--- config.mk ---
export PLATFORM = sky130hd
export DESIGN_NAME = cpu_bus_master
export DESIGN_NICKNAME = d
export VERILOG_FILES = /design/src/rtl/cbm_pkg.sv /design/src/rtl/cbm_sync.sv /design/src/rtl/cbm_pulse_timer.sv /design/src/rtl/cpu_bus_master.sv
export SDC_FILE = /design/constraint.sdc
export NUM_CORES = 1
export LEC_CHECK = 0
export BUFFER_PORTS_ARGS = -buffer_cell sky130_fd_sc_hd__buf_2
export CAP_MARGIN = 20
export CORE_MARGIN = 10
export CORE_UTILIZATION = 45
export DETAILED_ROUTE_END_ITERATION = 8
export PLACE_DENSITY = 0.72
export SLEW_MARGIN = 10
export SYNTH_ARGS = -nofsm -noshare
export SYNTH_HDL_FRONTEND = slang
export SYNTH_SLANG_ARGS = --single-unit
export TNS_END_PERCENT = 30
--- constraint.sdc ---
create_clock -name clk -period 2.5 [get_ports clk]
set_input_delay 0.5 -clock clk [delete_from_list [all_inputs] [get_ports clk]]
set_output_delay 0.5 -clock clk [all_outputs]
set_load 0.01 [all_outputs]
--- src/rtl/cbm_pkg.sv ---
package cbm_pkg;

    typedef enum logic [2:0] {
        OP_GRAB     = 3'd0,
        OP_FREE     = 3'd1,
        OP_WRITE    = 3'd2,
        OP_READ     = 3'd3,
        OP_FILL     = 3'd4,
        OP_COPY     = 3'd5,
        OP_RSTPULSE = 3'd6,
        OP_NONE     = 3'd7
    } cbm_op_e;

    typedef enum logic [4:0] {
        S_IDLE,
        S_GRANT,
        S_FREE_A,
        S_FREE_H,
        S_FREE_W,
        S_WSEL,
        S_WLO,
        S_WHI,
        S_MEND,
        S_RSEL,
        S_RLO1,
        S_RLO2,
        S_RSAMP,
        S_BDAT,
        S_BLO,
        S_BHI,
        S_RPUL
    } cbm_state_e;

endpackage

--- src/rtl/cbm_sync.sv ---
module cbm_sync #(
    parameter int   STAGES = 2,
    parameter logic INIT   = 1'b1
) (
    input  logic clk,
    input  logic rst_n,
    input  logic d,
    output logic q
);
    logic [STAGES-1:0] sh_d, sh_q;

    generate
        if (STAGES == 1) begin : g_one
            always_comb sh_d = d;
        end else begin : g_many
            always_comb sh_d = {sh_q[STAGES-2:0], d};
        end
    endgenerate

    always_ff @(posedge clk) begin
        if (!rst_n) sh_q <= {STAGES{INIT}};
        else        sh_q <= sh_d;
    end

    assign q = sh_q[STAGES-1];
endmodule

--- src/rtl/cbm_pulse_timer.sv ---
module cbm_pulse_timer #(
    parameter int CYCLES = 2500
) (
    input  logic clk,
    input  logic rst_n,
    input  logic load,
    output logic zero
);
    localparam int CW = $clog2(CYCLES + 1);

    logic [CW-1:0] cnt_d, cnt_q;

    always_comb begin
        cnt_d = cnt_q;
        if (load)              cnt_d = CW'(CYCLES - 1);
        else if (cnt_q != '0)  cnt_d = cnt_q - 1'b1;
    end

    always_ff @(posedge clk) begin
        if (!rst_n) cnt_q <= '0;
        else        cnt_q <= cnt_d;
    end

    assign zero = (cnt_q == '0);
endmodule

--- src/rtl/cpu_bus_master.sv ---
module cpu_bus_master
    import cbm_pkg::*;
#(
    parameter int ADDR_W      = 19,
    parameter int DATA_W      = 8,
    parameter int LEN_W       = 16,
    parameter int SYNC_STAGES = 2,
    parameter int CLK_FREQ_HZ = 250_000_000
) (
    input  logic              clk,
    input  logic              rst_n,
    input  logic              cmd_valid,
    output logic              cmd_ready,
    input  logic [2:0]        cmd_op,
    input  logic [ADDR_W-1:0] cmd_addr,
    input  logic [DATA_W-1:0] cmd_data,
    input  logic [LEN_W-1:0]  cmd_len,
    input  logic [DATA_W-1:0] src_byte,
    output logic              src_take,
    output logic              rsp_valid,
    output logic              rsp_err,
    output logic [DATA_W-1:0] rsp_data,
    output logic [ADDR_W-1:0] addr_out,
    output logic              addr_oe,
    output logic [DATA_W-1:0] data_out,
    input  logic [DATA_W-1:0] data_in,
    output logic              data_oe,
    output logic              mem_sel_n,
    output logic              read_n,
    output logic              write_n,
    output logic              cpu_reset_n,
    output logic              hold_req_n,
    input  logic              hold_ack_n
);
    localparam int PULSE_CYC = (CLK_FREQ_HZ / 100_000 < 1) ? 1 : CLK_FREQ_HZ / 100_000;

    typedef struct packed {
        cbm_state_e        st;
        cbm_op_e           op;
        logic [ADDR_W-1:0] addr;
        logic [DATA_W-1:0] data;
        logic [LEN_W-1:0]  cnt;
        logic              aoe;
        logic              doe;
        logic              msel_n;
        logic              rd_n;
        logic              wr_n;
        logic              crst_n;
        logic              hreq_n;
        logic              owned;
        logic              rsp_v;
        logic              rsp_e;
        logic [DATA_W-1:0] rsp_d;
    } regs_t;

    localparam regs_t RST_VAL = '{
        st: S_IDLE, op: OP_GRAB, addr: '0, data: '0, cnt: '0,
        aoe: 1'b0, doe: 1'b0, msel_n: 1'b1, rd_n: 1'b1, wr_n: 1'b1,
        crst_n: 1'b0, hreq_n: 1'b1, owned: 1'b0,
        rsp_v: 1'b0, rsp_e: 1'b0, rsp_d: '0
    };

    regs_t   r_d, r_q;
    logic    ack_s;
    logic    tmr_load;
    logic    tmr_zero;
    logic    mem_cmd;
    cbm_op_e op_in;

    cbm_sync #(.STAGES(SYNC_STAGES), .INIT(1'b1)) i_ack_sync (
        .clk   (clk),
        .rst_n (rst_n),
        .d     (hold_ack_n),
        .q     (ack_s)
    );

    cbm_pulse_timer #(.CYCLES(PULSE_CYC)) i_rst_timer (
        .clk   (clk),
        .rst_n (rst_n),
        .load  (tmr_load),
        .zero  (tmr_zero)
    );

    assign op_in   = cbm_op_e'(cmd_op);
    assign mem_cmd = (op_in == OP_WRITE) || (op_in == OP_READ) ||
                     (op_in == OP_FILL)  || (op_in == OP_COPY);

    always_comb begin
        r_d      = r_q;
        r_d.rsp_v = 1'b0;
        tmr_load = 1'b0;
        unique case (r_q.st)
            S_IDLE: begin
                if (cmd_valid) begin
                    r_d.op    = op_in;
                    r_d.rsp_e = 1'b0;
                    if (mem_cmd && !r_q.owned) begin
                        r_d.rsp_v = 1'b1;
                        r_d.rsp_e = 1'b1;
                    end else begin
                        unique case (op_in)
                            OP_GRAB: begin
                                if (r_q.owned) r_d.rsp_v = 1'b1;
                                else begin
                                    r_d.hreq_n = 1'b0;
                                    r_d.st     = S_GRANT;
                                end
                            end
                            OP_FREE: begin
                                r_d.doe = 1'b0;
                                r_d.st  = S_FREE_A;
                            end
                            OP_WRITE: begin
                                r_d.addr = cmd_addr;
                                r_d.data = cmd_data;
                                r_d.st   = S_WSEL;
                            end
                            OP_READ: begin
                                r_d.addr = cmd_addr;
                                r_d.doe  = 1'b0;
                                r_d.st   = S_RSEL;
                            end
                            OP_FILL, OP_COPY: begin
                                if (cmd_len == '0) r_d.rsp_v = 1'b1;
                                else begin
                                    r_d.addr   = cmd_addr;
                                    r_d.data   = cmd_data;
                                    r_d.cnt    = cmd_len;
                                    r_d.doe    = 1'b1;
                                    r_d.msel_n = 1'b0;
                                    r_d.st     = S_BDAT;
                                end
                            end
                            OP_RSTPULSE: begin
                                r_d.crst_n = 1'b0;
                                tmr_load   = 1'b1;
                                r_d.st     = S_RPUL;
                            end
                            default: begin
                                r_d.rsp_v = 1'b1;
                                r_d.rsp_e = 1'b1;
                            end
                        endcase
                    end
                end
            end
            S_GRANT: begin
                if (!ack_s) begin
                    r_d.aoe   = 1'b1;
                    r_d.owned = 1'b1;
                    r_d.rsp_v = 1'b1;
                    r_d.st    = S_IDLE;
                end
            end
            S_FREE_A: begin
                r_d.aoe = 1'b0;
                r_d.st  = S_FREE_H;
            end
            S_FREE_H: begin
                r_d.hreq_n = 1'b1;
                r_d.owned  = 1'b0;
                r_d.st     = S_FREE_W;
            end
            S_FREE_W: begin
                if (ack_s) begin
                    r_d.rsp_v = 1'b1;
                    r_d.st    = S_IDLE;
                end
            end
            S_WSEL: begin
                r_d.msel_n = 1'b0;
                r_d.doe    = 1'b1;
                r_d.st     = S_WLO;
            end
            S_WLO: begin
                r_d.wr_n = 1'b0;
                r_d.st   = S_WHI;
            end
            S_WHI: begin
                r_d.wr_n = 1'b1;
                r_d.st   = S_MEND;
            end
            S_MEND: begin
                r_d.msel_n = 1'b1;
                r_d.doe    = 1'b0;
                r_d.rsp_v  = 1'b1;
                r_d.st     = S_IDLE;
            end
            S_RSEL: begin
                r_d.msel_n = 1'b0;
                r_d.st     = S_RLO1;
            end
            S_RLO1: begin
                r_d.rd_n = 1'b0;
                r_d.st   = S_RLO2;
            end
            S_RLO2: r_d.st = S_RSAMP;
            S_RSAMP: begin
                r_d.rsp_d = data_in;
                r_d.rd_n  = 1'b1;
                r_d.st    = S_MEND;
            end
            S_BDAT: begin
                if (r_q.op == OP_COPY) r_d.data = src_byte;
                r_d.st = S_BLO;
            end
            S_BLO: begin
                r_d.wr_n = 1'b0;
                r_d.st   = S_BHI;
            end
            S_BHI: begin
                r_d.wr_n = 1'b1;
                if (r_q.cnt == LEN_W'(1)) r_d.st = S_MEND;
                else begin
                    r_d.cnt  = r_q.cnt - 1'b1;
                    r_d.addr = r_q.addr + 1'b1;
                    r_d.st   = S_BDAT;
                end
            end
            S_RPUL: begin
                if (tmr_zero) begin
                    r_d.crst_n = 1'b1;
                    r_d.rsp_v  = 1'b1;
                    r_d.st     = S_IDLE;
                end
            end
            default: r_d = RST_VAL;
        endcase
    end

    always_ff @(posedge clk) begin
        if (!rst_n) r_q <= RST_VAL;
        else        r_q <= r_d;
    end

    assign cmd_ready   = (r_q.st == S_IDLE);
    assign src_take    = (r_q.st == S_BDAT) && (r_q.op == OP_COPY);
    assign rsp_valid   = r_q.rsp_v;
    assign rsp_err     = r_q.rsp_e;
    assign rsp_data    = r_q.rsp_d;
    assign addr_out    = r_q.addr;
    assign addr_oe     = r_q.aoe;
    assign data_out    = r_q.data;
    assign data_oe     = r_q.doe;
    assign mem_sel_n   = r_q.msel_n;
    assign read_n      = r_q.rd_n;
    assign write_n     = r_q.wr_n;
    assign cpu_reset_n = r_q.crst_n;
    assign hold_req_n  = r_q.hreq_n;

    // drivers switch on only after the synchronized grant is low
    assert_grant_before_drive_R3: assert property (@(posedge clk) disable iff (!rst_n)
        $rose(addr_oe) |-> !ack_s);
    assert_drive_needs_request_R3: assert property (@(posedge clk) disable iff (!rst_n)
        addr_oe |-> !hold_req_n);
    // enables are off before the request is withdrawn
    assert_release_order_R4: assert property (@(posedge clk) disable iff (!rst_n)
        $rose(hold_req_n) |-> (!addr_oe && !data_oe));
    assert_data_off_first_R4: assert property (@(posedge clk) disable iff (!rst_n)
        $fell(addr_oe) |-> !data_oe);
    // write strobe is one cycle wide, inside select, with data driven
    assert_write_one_cycle_R5: assert property (@(posedge clk) disable iff (!rst_n)
        !write_n |=> write_n);
    assert_write_framed_R5: assert property (@(posedge clk) disable iff (!rst_n)
        !write_n |-> (!mem_sel_n && data_oe));
    // read strobe lasts at least two cycles with the data bus released
    assert_read_two_cycles_R6: assert property (@(posedge clk) disable iff (!rst_n)
        $fell(read_n) |=> !read_n);
    assert_read_framed_R6: assert property (@(posedge clk) disable iff (!rst_n)
        !read_n |-> (!mem_sel_n && !data_oe));
    // source bytes are consumed only inside an open burst
    assert_take_in_burst_R8: assert property (@(posedge clk) disable iff (!rst_n)
        src_take |-> !mem_sel_n);
    // no memory strobe without the address drivers on
    assert_select_needs_bus_R10: assert property (@(posedge clk) disable iff (!rst_n)
        !mem_sel_n |-> addr_oe);
    // CPU reset is released only when the pulse timer has run out
    assert_reset_release_R11: assert property (@(posedge clk) disable iff (!rst_n)
        $rose(cpu_reset_n) |-> tmr_zero);
endmodule

==> key figures, run 1 <==
Status
  – Outcome: finished, final reports clean

Floorplan
  – Total I/O pin count: around 110
  – Core region area: around 0.011 mm²
  – Initial core utilization: between 40 and 50%
  – Number of placement rows: 38
  – Total Die Area: between 0.015 and 0.02 mm²
  – Die width: ~130 µm
  – Die height: about 130 µm

Clock tree
  – Post-CTS repair timing setup buffer count: 0
  – Cts bufs inserted: 9
  – Number of H-tree levels: 3
  – Latest clock arrival within the worst-skew pair: ~340 ps
  – CTS tree: yes
  – Total of cells resized after clock tree synthesis: 0
  – Cell at the root of the clock tree: clkbuf_16
  – Clock Sink Count: slightly above 80
  – Clock buffer depth: 2
  – Clock slew at reported path FFs: roughly 70 ps
  – Post-CTS Hold Fix Bufs: 0

STA
  – Ratio of final minimum period to clock period: a little over nine tenths
  – Setup TNS: 0 ps
  – Final setup violating endpoints: 0
  – Final Hold Violating Endpoints: 0
  – Post-Route Skew: 8.56 ps
  – Fmax: roughly 0.43 GHz
  – Max_slew headroom: about half
  – Max-slew violations: 0
  – Worst Slack Setup Final: 148 ps
  – Time the final worst path needs with I/O delays and setup: between 2000 and 2500 ps
  – Slew at the pin closest to its max-slew limit: about 740 ps
  – Unrepaired setup endpoints after global routing: false

Drt
  – WL met3: ~1200 µm
  – M1 wire length: roughly 6500 µm
  – Overall routed net length: 14600 µm
  – Residual antenna-violating net count after detailed routing: 0
  – Iteration-0 DRC count of the detailed router: a little under 400
  – Via density: approximately 6
  – Met2 WL post-DR: 6750 µm
  – Iteration count of the initial detailed-routing pass: 6
  – Drt wl/cell: 17.1 µm
  – Highest layer used for signal routing: met4
  – Number of design rule violations left after detail routing: 0
  – Routed vias: roughly 5000

Global routing
  – Remaining Overflow, GRT: 0
  – Global-route wire length before repair: 23700 µm
  – Antenna violations before repair: 0
  – Overall fraction of global-route tracks in use: ~17%
  – Number of global-route vias before repair: between 4000 and 5000
  – Pin count of the biggest net entering global routing: 33

Final layout
  – Synth-to-layout area growth: 15.0%
  – Ratio of cells with drive above 1 in the final layout: about a quarter
  – Number of diodes: 0
  – Net count reported at finish: between 700 and 800

Synthesis
  – Total of flip-flops plus latches after synthesis: 83
  – Yosys warning count: 0
  – Seq/Total Area, Yosys: between 30% and 40%
  – Area of the mapped netlist: roughly 0.005 mm²
  – Asr flop ratio synth: 0%
  – Mean cell area of the mapped netlist: 7.86 µm²
  – Instance count of the mapped netlist: 643
  – Ys flop type: dfxtp_1
  – Syn_nets: a little over 700
  – EDFF count, synth: 0
  – Count of cell types in the netlist: between 60 and 70

Job
  – Count of max-cap constraint violations: 0

Worst hold path
  – Worst min path class: primary input to flip-flop

Critical path
  – Worst Path Arrival: ~1900 ps
  – CP Launch Point: r_q[65]$_SDFFE_PN0P_
  – Number of cells traversed by the worst register-to-register path: 8
  – Worst Setup EP: cmd_ready
  – Slack of the worst reg-to-reg path: about 160 ps
  – Data required time at the worst endpoint: 2000 ps
  – Startpoint type of the worst setup path: flip-flop
  – Start of the worst register-to-register path: r_q[19]$_SDFFE_PN0P_
  – Worst flop-to-flop path endpoint: r_q[26]$_SDFFE_PN0P_
  – Setup crit end kind: output port
  – Critical Setup Path Class: flip-flop to output port
  – Largest fanout on the critical path: 9

Placement
  – Detailed placement HPWL: roughly 11000 µm
  – Weighted congestion at the end of routability-driven global placement: 0.914
  – Input/output buffers: 111
  – Place WS: approximately 150 ps

Power
  – Power density relative to cell area: 1180 mW/mm²
  – VDD IR-drop max: roughly 730 µV
  – Leak Pwr: ~2.4 nW
==> metal layers <==
layer | up-vias | GRT usage, %
li1 | 2441 | -
met1 | 2344 | 22.6
met2 | 203 | 27.8
met3 | 16 | 4.70
met4 | 0 | 4.49
met5 | - | 0
==> flip-flops by register name, summed over array words and instances (netlist names), 2 cells and up <==
name	cells
i_ack_sync.sh_q	2
i_rst_timer.cnt_q	12
data_out	8
rsp_data	8
r_q	25
addr_out	19
==> cell usage after synthesis, types with 6 or more instances <==
cell      count  area [µm²]
dfxtp_1      83        1660
nor2_1       69         259
nand2_1      56         210
a21oi_1      38         190
buf_4        35         263
o21ai_0      35         175
nand3_1      28         140
clkbuf_1     27         101
a22oi_1      26         195
nor3_1       23         115
o31ai_1      15         113
inv_1        13        48.8
xor2_1       13         114
xnor2_1      12         105
buf_2        11        55.1
nand2b_1     11        68.8
a221oi_1     10        87.6
a211oi_2      9         113
nor4_1        9        56.3
nand4_1       7        43.8
or2_2         7        43.8
mux2i_1       6        60.1
==> power breakdown <==
group / internal, W / total [W] / switching [W]
clock network: 0.000796 / 0.00133 / 0.000535
registers: 0.00167 / 0.00204 / 0.000373
logic: 0.00144 / 0.00349 / 0.00205
==> layout by cell type (no fill, tap or decap), types with 5 or more instances in the layout <==
master | Yosys | routed
or2_2 | 7 | 7
a22oi_1 | 26 | 26
nor2_1 | 69 | 68
and2_1 | 5 | 5
a211oi_2 | 9 | 9
nor3_1 | 23 | 23
or3_1 | 5 | 5
a21oi_1 | 38 | 38
o31ai_1 | 15 | 15
nand2b_1 | 11 | 11
nand2_1 | 56 | 56
nand3_1 | 28 | 28
xnor2_1 | 12 | 12
nor2b_1 | 5 | 5
buf_4 | 35 | 20
xor2_1 | 13 | 13
clkbuf_16 | 0 | 9
inv_1 | 13 | 12
o21ai_0 | 35 | 35
nand4_1 | 7 | 7
buf_2 | 11 | 111
mux2i_1 | 6 | 6
nor4_1 | 9 | 9
a221oi_1 | 10 | 10
dfxtp_1 | 83 | 83
a31oi_1 | 5 | 5
a32o_1 | 5 | 5
==> kinds of logic after synthesis <==
group | count (synthesis) | synth area share (%)
and+or+nand+nor | 253 | 25.3
AOI/OAI and AO/OA | 180 | 25.3
buffers and inverters | 92 | 10.0
DFF | 83 | 32.9
xor gates and xnor gates | 25 | 4.33
muxes | 6 | 1.19
adders and majority gates | 4 | 0.990
==> stage by stage <==
| step | hold WS [ps] | utilization [%] | instances | cell area (µm²) | total power, W |
|---|---|---|---|---|---|
| after floorplan | 386 | - | 643 | 5050 | 0.00475 |
| after global routing | 349 | 53.2 | 852 | 5820 | 0.00737 |
| after detailed placement | 392 | 50.5 | 837 | 5520 | 0.00551 |
| after global placement | 389 | 50.5 | 837 | 5520 | 0.00542 |
| after CTS | 330 | 53.2 | 852 | 5820 | 0.00687 |
| final | 335 | 53.2 | 852 | 5820 | 0.00686 |
==> final cells by class <==
class / count / area (µm²)
clock buffers: 11 / 243
repair buffers: 133 / 746
fillers: 1056 / 5120
flip-flops and latches: 83 / 1660
multi-input cells: 468 / 2890
well taps: 140 / 175
inverters: 13 / 48.8
clock inverters: 4 / 51.3
==> worst min-delay path by stage <==
| stage | startpoint | to | slack (ps) | cells after the start |
|---|---|---|---|---|
| after floorplan | i_ack_sync.sh_q[0]$_SDFF_PN1_ | i_ack_sync.sh_q[1]$_SDFF_PN1_ | 390 | 1 |
| after global placement | i_ack_sync.sh_q[0]$_SDFF_PN1_ | i_ack_sync.sh_q[1]$_SDFF_PN1_ | 390 | 1 |
| after detailed placement | i_ack_sync.sh_q[0]$_SDFF_PN1_ | i_ack_sync.sh_q[1]$_SDFF_PN1_ | 390 | 1 |
| after CTS | hold_ack_n | i_ack_sync.sh_q[0]$_SDFF_PN1_ | 330 | 2 |
| after global routing | hold_ack_n | i_ack_sync.sh_q[0]$_SDFF_PN1_ | 350 | 2 |
| final | hold_ack_n | i_ack_sync.sh_q[0]$_SDFF_PN1_ | 340 | 2 |
==> critical path, cell delays in order, from the launching register on <==
cell,delay [ps]
dfxtp_1,370
nor3_2,310
nand2_1,220
inv_1,400
buf_2,220
No activity file was read; power rests on OpenSTA's default activity.
==> inputs of run 2 (changes only) <==
--- a/config.mk
+++ b/config.mk
@@ -6,5 +6,5 @@
 export NUM_CORES = 1
 export LEC_CHECK = 0
-export BUFFER_PORTS_ARGS = -buffer_cell sky130_fd_sc_hd__buf_2
+export BUFFER_PORTS_ARGS = -buffer_cell sky130_fd_sc_hd__buf_4
 export CAP_MARGIN = 20
 export CORE_MARGIN = 10
==> constraint.sdc (replaced) <==
create_clock -name clk -period 2.5 [get_ports clk]
set_input_delay 0.375 -clock clk [delete_from_list [all_inputs] [get_ports clk]]
set_output_delay 0.375 -clock clk [all_outputs]
set_load 0.01 [all_outputs]
==> key figures, run 2 (synthesized netlist as in run 1, its figures left out) <==
Worst hold path
  – Worst hold stages: 2 (unchanged)
  – Sink of the worst hold path: i_ack_sync.sh_q[0]$_SDFF_PN1_ (unchanged)
  – Hold_sp: hold_ack_n (unchanged)
  – Worst min path class: primary input to flip-flop (unchanged)

STA
  – Post-Route Skew: 8.26 ps (was 8.56 ps)
  – Setup TNS: 0 ps (unchanged)
  – Slew at the pin closest to its max-slew limit: 720 ps (was 736 ps)
  – Final Hold Violating Endpoints: 0 (unchanged)
  – Time the final worst path needs with I/O delays and setup: 2300 ps (was 2350 ps)
  – Fmax: 0.434 GHz (was 0.425 GHz)
  – Unrepaired setup endpoints after global routing: false (unchanged)
  – Final setup violating endpoints: 0 (unchanged)
  – Ratio of final minimum period to clock period: 92.2% (was 94.1%)
  – Max_slew headroom: 52.0% (was 50.9%)
  – Max-slew violations: 0 (unchanged)

Power
  – Power density relative to cell area: 1160 mW/mm² (was 1180 mW/mm²)
  – Leak Pwr: 2.46 nW (was 2.39 nW)
  – VDD IR-drop max: 579 µV (was 729 µV)

Critical path
  – Setup crit end kind: output port (unchanged)
  – Worst flop-to-flop path endpoint: r_q[20]$_SDFFE_PN0P_ (was r_q[26]$_SDFFE_PN0P_)
  – Number of cells traversed by the worst register-to-register path: 7 (was 8)
  – Slowest cell on the critical path: dfxtp_1 (was inv_1)
  – Worst Path Arrival: 1930 ps (was 1850 ps)
  – Worst path buffer plus inverter count: 1 (was 2)
  – Critical Setup Path Class: flip-flop to output port (unchanged)
  – Startpoint type of the worst setup path: flip-flop (unchanged)
  – Kind of cell with the highest combined delay on the critical path: simple AND/OR/NAND/NOR gates (was buffers and inverters)
  – Crit path cell chain: nand2b_1, nor3_1, and2_1, buf_4 (was nor3_2, nand2_1, inv_1, buf_2)
  – Data required time at the worst endpoint: 2120 ps (was 2000 ps)
  – Largest fanout on the critical path: 14 (was 9)
  – Largest stage delay on the critical path: 620 ps (was 400 ps)
  – Slack of the worst reg-to-reg path: 210 ps (was 160 ps)
  – Start of the worst register-to-register path: r_q[18]$_SDFFE_PN0P_ (was r_q[19]$_SDFFE_PN0P_)

Clock tree
  – Post-CTS repair timing setup buffer count: 0 (unchanged)
  – Post-CTS Hold Fix Bufs: 0 (unchanged)
  – Clock slew at reported path FFs: 60 ps (was 70 ps)
  – CTS tree: yes (unchanged)
  – Total of cells resized after clock tree synthesis: 0 (unchanged)
  – Clock buffer depth: 2 (unchanged)
  – Number of H-tree levels: 3 (unchanged)
  – Latest clock arrival within the worst-skew pair: 350 ps (was 340 ps)
  – Cell at the root of the clock tree: clkbuf_16 (unchanged)
  – Clock Sink Count: 83 (unchanged)
  – Cts bufs inserted: 9 (unchanged)

Global routing
  – Global-route wire length before repair: 25000 µm (was 23700 µm)
  – Antenna violations before repair: 0 (unchanged)
  – Pin count of the biggest net entering global routing: 39 (was 33)
  – Overall fraction of global-route tracks in use: 18.4% (was 17.4%)
  – Number of global-route vias before repair: 4918 (was 4732)
  – Remaining Overflow, GRT: 0 (unchanged)

Floorplan
  – Die height: 126 µm (unchanged)
  – Number of placement rows: 38 (unchanged)
  – Initial core utilization: 46.2% (unchanged)
  – Die width: 126 µm (unchanged)
  – Core region area: 0.0109 mm² (unchanged)
  – Total Die Area: 0.0159 mm² (unchanged)
  – Total I/O pin count: 112 (unchanged)

Placement
  – Detailed placement HPWL: 11000 µm (was 10700 µm)
  – Post-detailed-placement cell area: 0.00581 mm² (was 0.00552 mm²)
  – Weighted congestion at the end of routability-driven global placement: 0.880 (was 0.914)
  – Input/output buffers: 111 (unchanged)

Final layout
  – Register with the most flip-flops: r_q (unchanged)
  – Most frequent cells in the layout: buf_4, dfxtp_1, nor2_1 (was buf_2, dfxtp_1, nor2_1)
  – Synth-to-layout area growth: 20.8% (was 15.0%)
  – Area occupied by multi-input gates: 0.00289 mm² (unchanged)
  – Register area: 0.00166 mm² (unchanged)
  – Final standard cell area without fillers: 0.00611 mm² (was 0.00582 mm²)
  – Number of diodes: 0 (unchanged)
  – Number of filler cells placed in the layout: 1038 (was 1056)
  – Ratio of cells with drive above 1 in the final layout: 24.9% (was 24.6%)
  – Most common library cell in the layout ignoring fill and taps: buf_4 (was buf_2)
  – Flip-flop count of the largest register, all copies and words added: 25 (unchanged)
  – Net count reported at finish: 780 (was 778)

Drt
  – Iteration count of the initial detailed-routing pass: 5 (was 6)
  – Via density: 5.91 (was 5.87)
  – Drt wl/cell: 17.7 µm (was 17.1 µm)
  – Iteration-0 DRC count of the detailed router: 485 (was 397)
  – Overall routed net length: 15100 µm (was 14600 µm)
  – Residual antenna-violating net count after detailed routing: 0 (unchanged)
  – Routed vias: 5053 (was 5004)
  – Number of design rule violations left after detail routing: 0 (unchanged)

Job
  – Count of max-cap constraint violations: 0 (unchanged)

Status
  – Outcome: finished, final reports clean (unchanged)
run 2: changes by cell type in the layout (fill, tap and decap cells not counted):
cell / before / now
inv_6: 0 / 1
buf_2: 111 / 0
clkinv_2: 1 / 2
buf_4: 20 / 133
clkbuf_8: 1 / 0
run 2: power breakdown:
| part | internal, W | switching, W | total (W) |
|---|---|---|---|
| Sequential | 0.00167 | 0.000395 | 0.00207 |
| Combinational | 0.00160 | 0.00206 | 0.00366 |
| Clock | 0.000776 | 0.000570 | 0.00135 |
| Total | 0.00404 | 0.00303 | 0.00707 |
run 2: cell type report:
| class | count | area share, % |
|---|---|---|
| clock buffers | 10 | 3.75 |
| well taps | 140 | 2.87 |
| flip-flops and latches | 83 | 27.2 |
| repair buffers | 135 | 17.0 |
| inverters | 13 | 0.799 |
| clock inverters | 6 | 1.07 |
| multi-input cells | 468 | 47.3 |
run 2: metal layers:
| metal | wire, µm | GRT usage (%) |
|---|---|---|
| met1 | 6690 | 23.9 |
| met2 | 7110 | 29.2 |
| met3 | 1020 | 3.73 |
| met4 | 291 | 7.64 |
| met5 | 0 | 0 |
run 2: worst max-delay path by stage:
stage,from,to,cells past startpoint
2_1_floorplan,r_q[18]$_SDFFE_PN0P_,r_q[26]$_SDFFE_PN0P_,8
3_3_place_gp,r_q[19]$_SDFFE_PN0P_,r_q[20]$_SDFFE_PN0P_,8
3_5_place_dp,r_q[18]$_SDFFE_PN0P_,r_q[20]$_SDFFE_PN0P_,7
4_1_cts,r_q[18]$_SDFFE_PN0P_,r_q[20]$_SDFFE_PN0P_,7
5_1_grt,r_q[18]$_SDFFE_PN0P_,r_q[18]$_SDFFE_PN0P_,8
6_report,r_q[64]$_SDFFE_PN0P_,src_take,4
run 2: per-stage QoR:
stage                     worst slack (ps)  total power, W  cells  util, %  hold WS (ps)
after CTS                              207         0.00707    855     55.9           203
after floorplan                        377         0.00475    643        -           386
after global placement                 278         0.00561    839     53.2           393
after global routing                  40.4         0.00759    855     55.9           225
final                                  196         0.00707    855     55.9           209
after detailed placement               219         0.00570    839     53.2           402
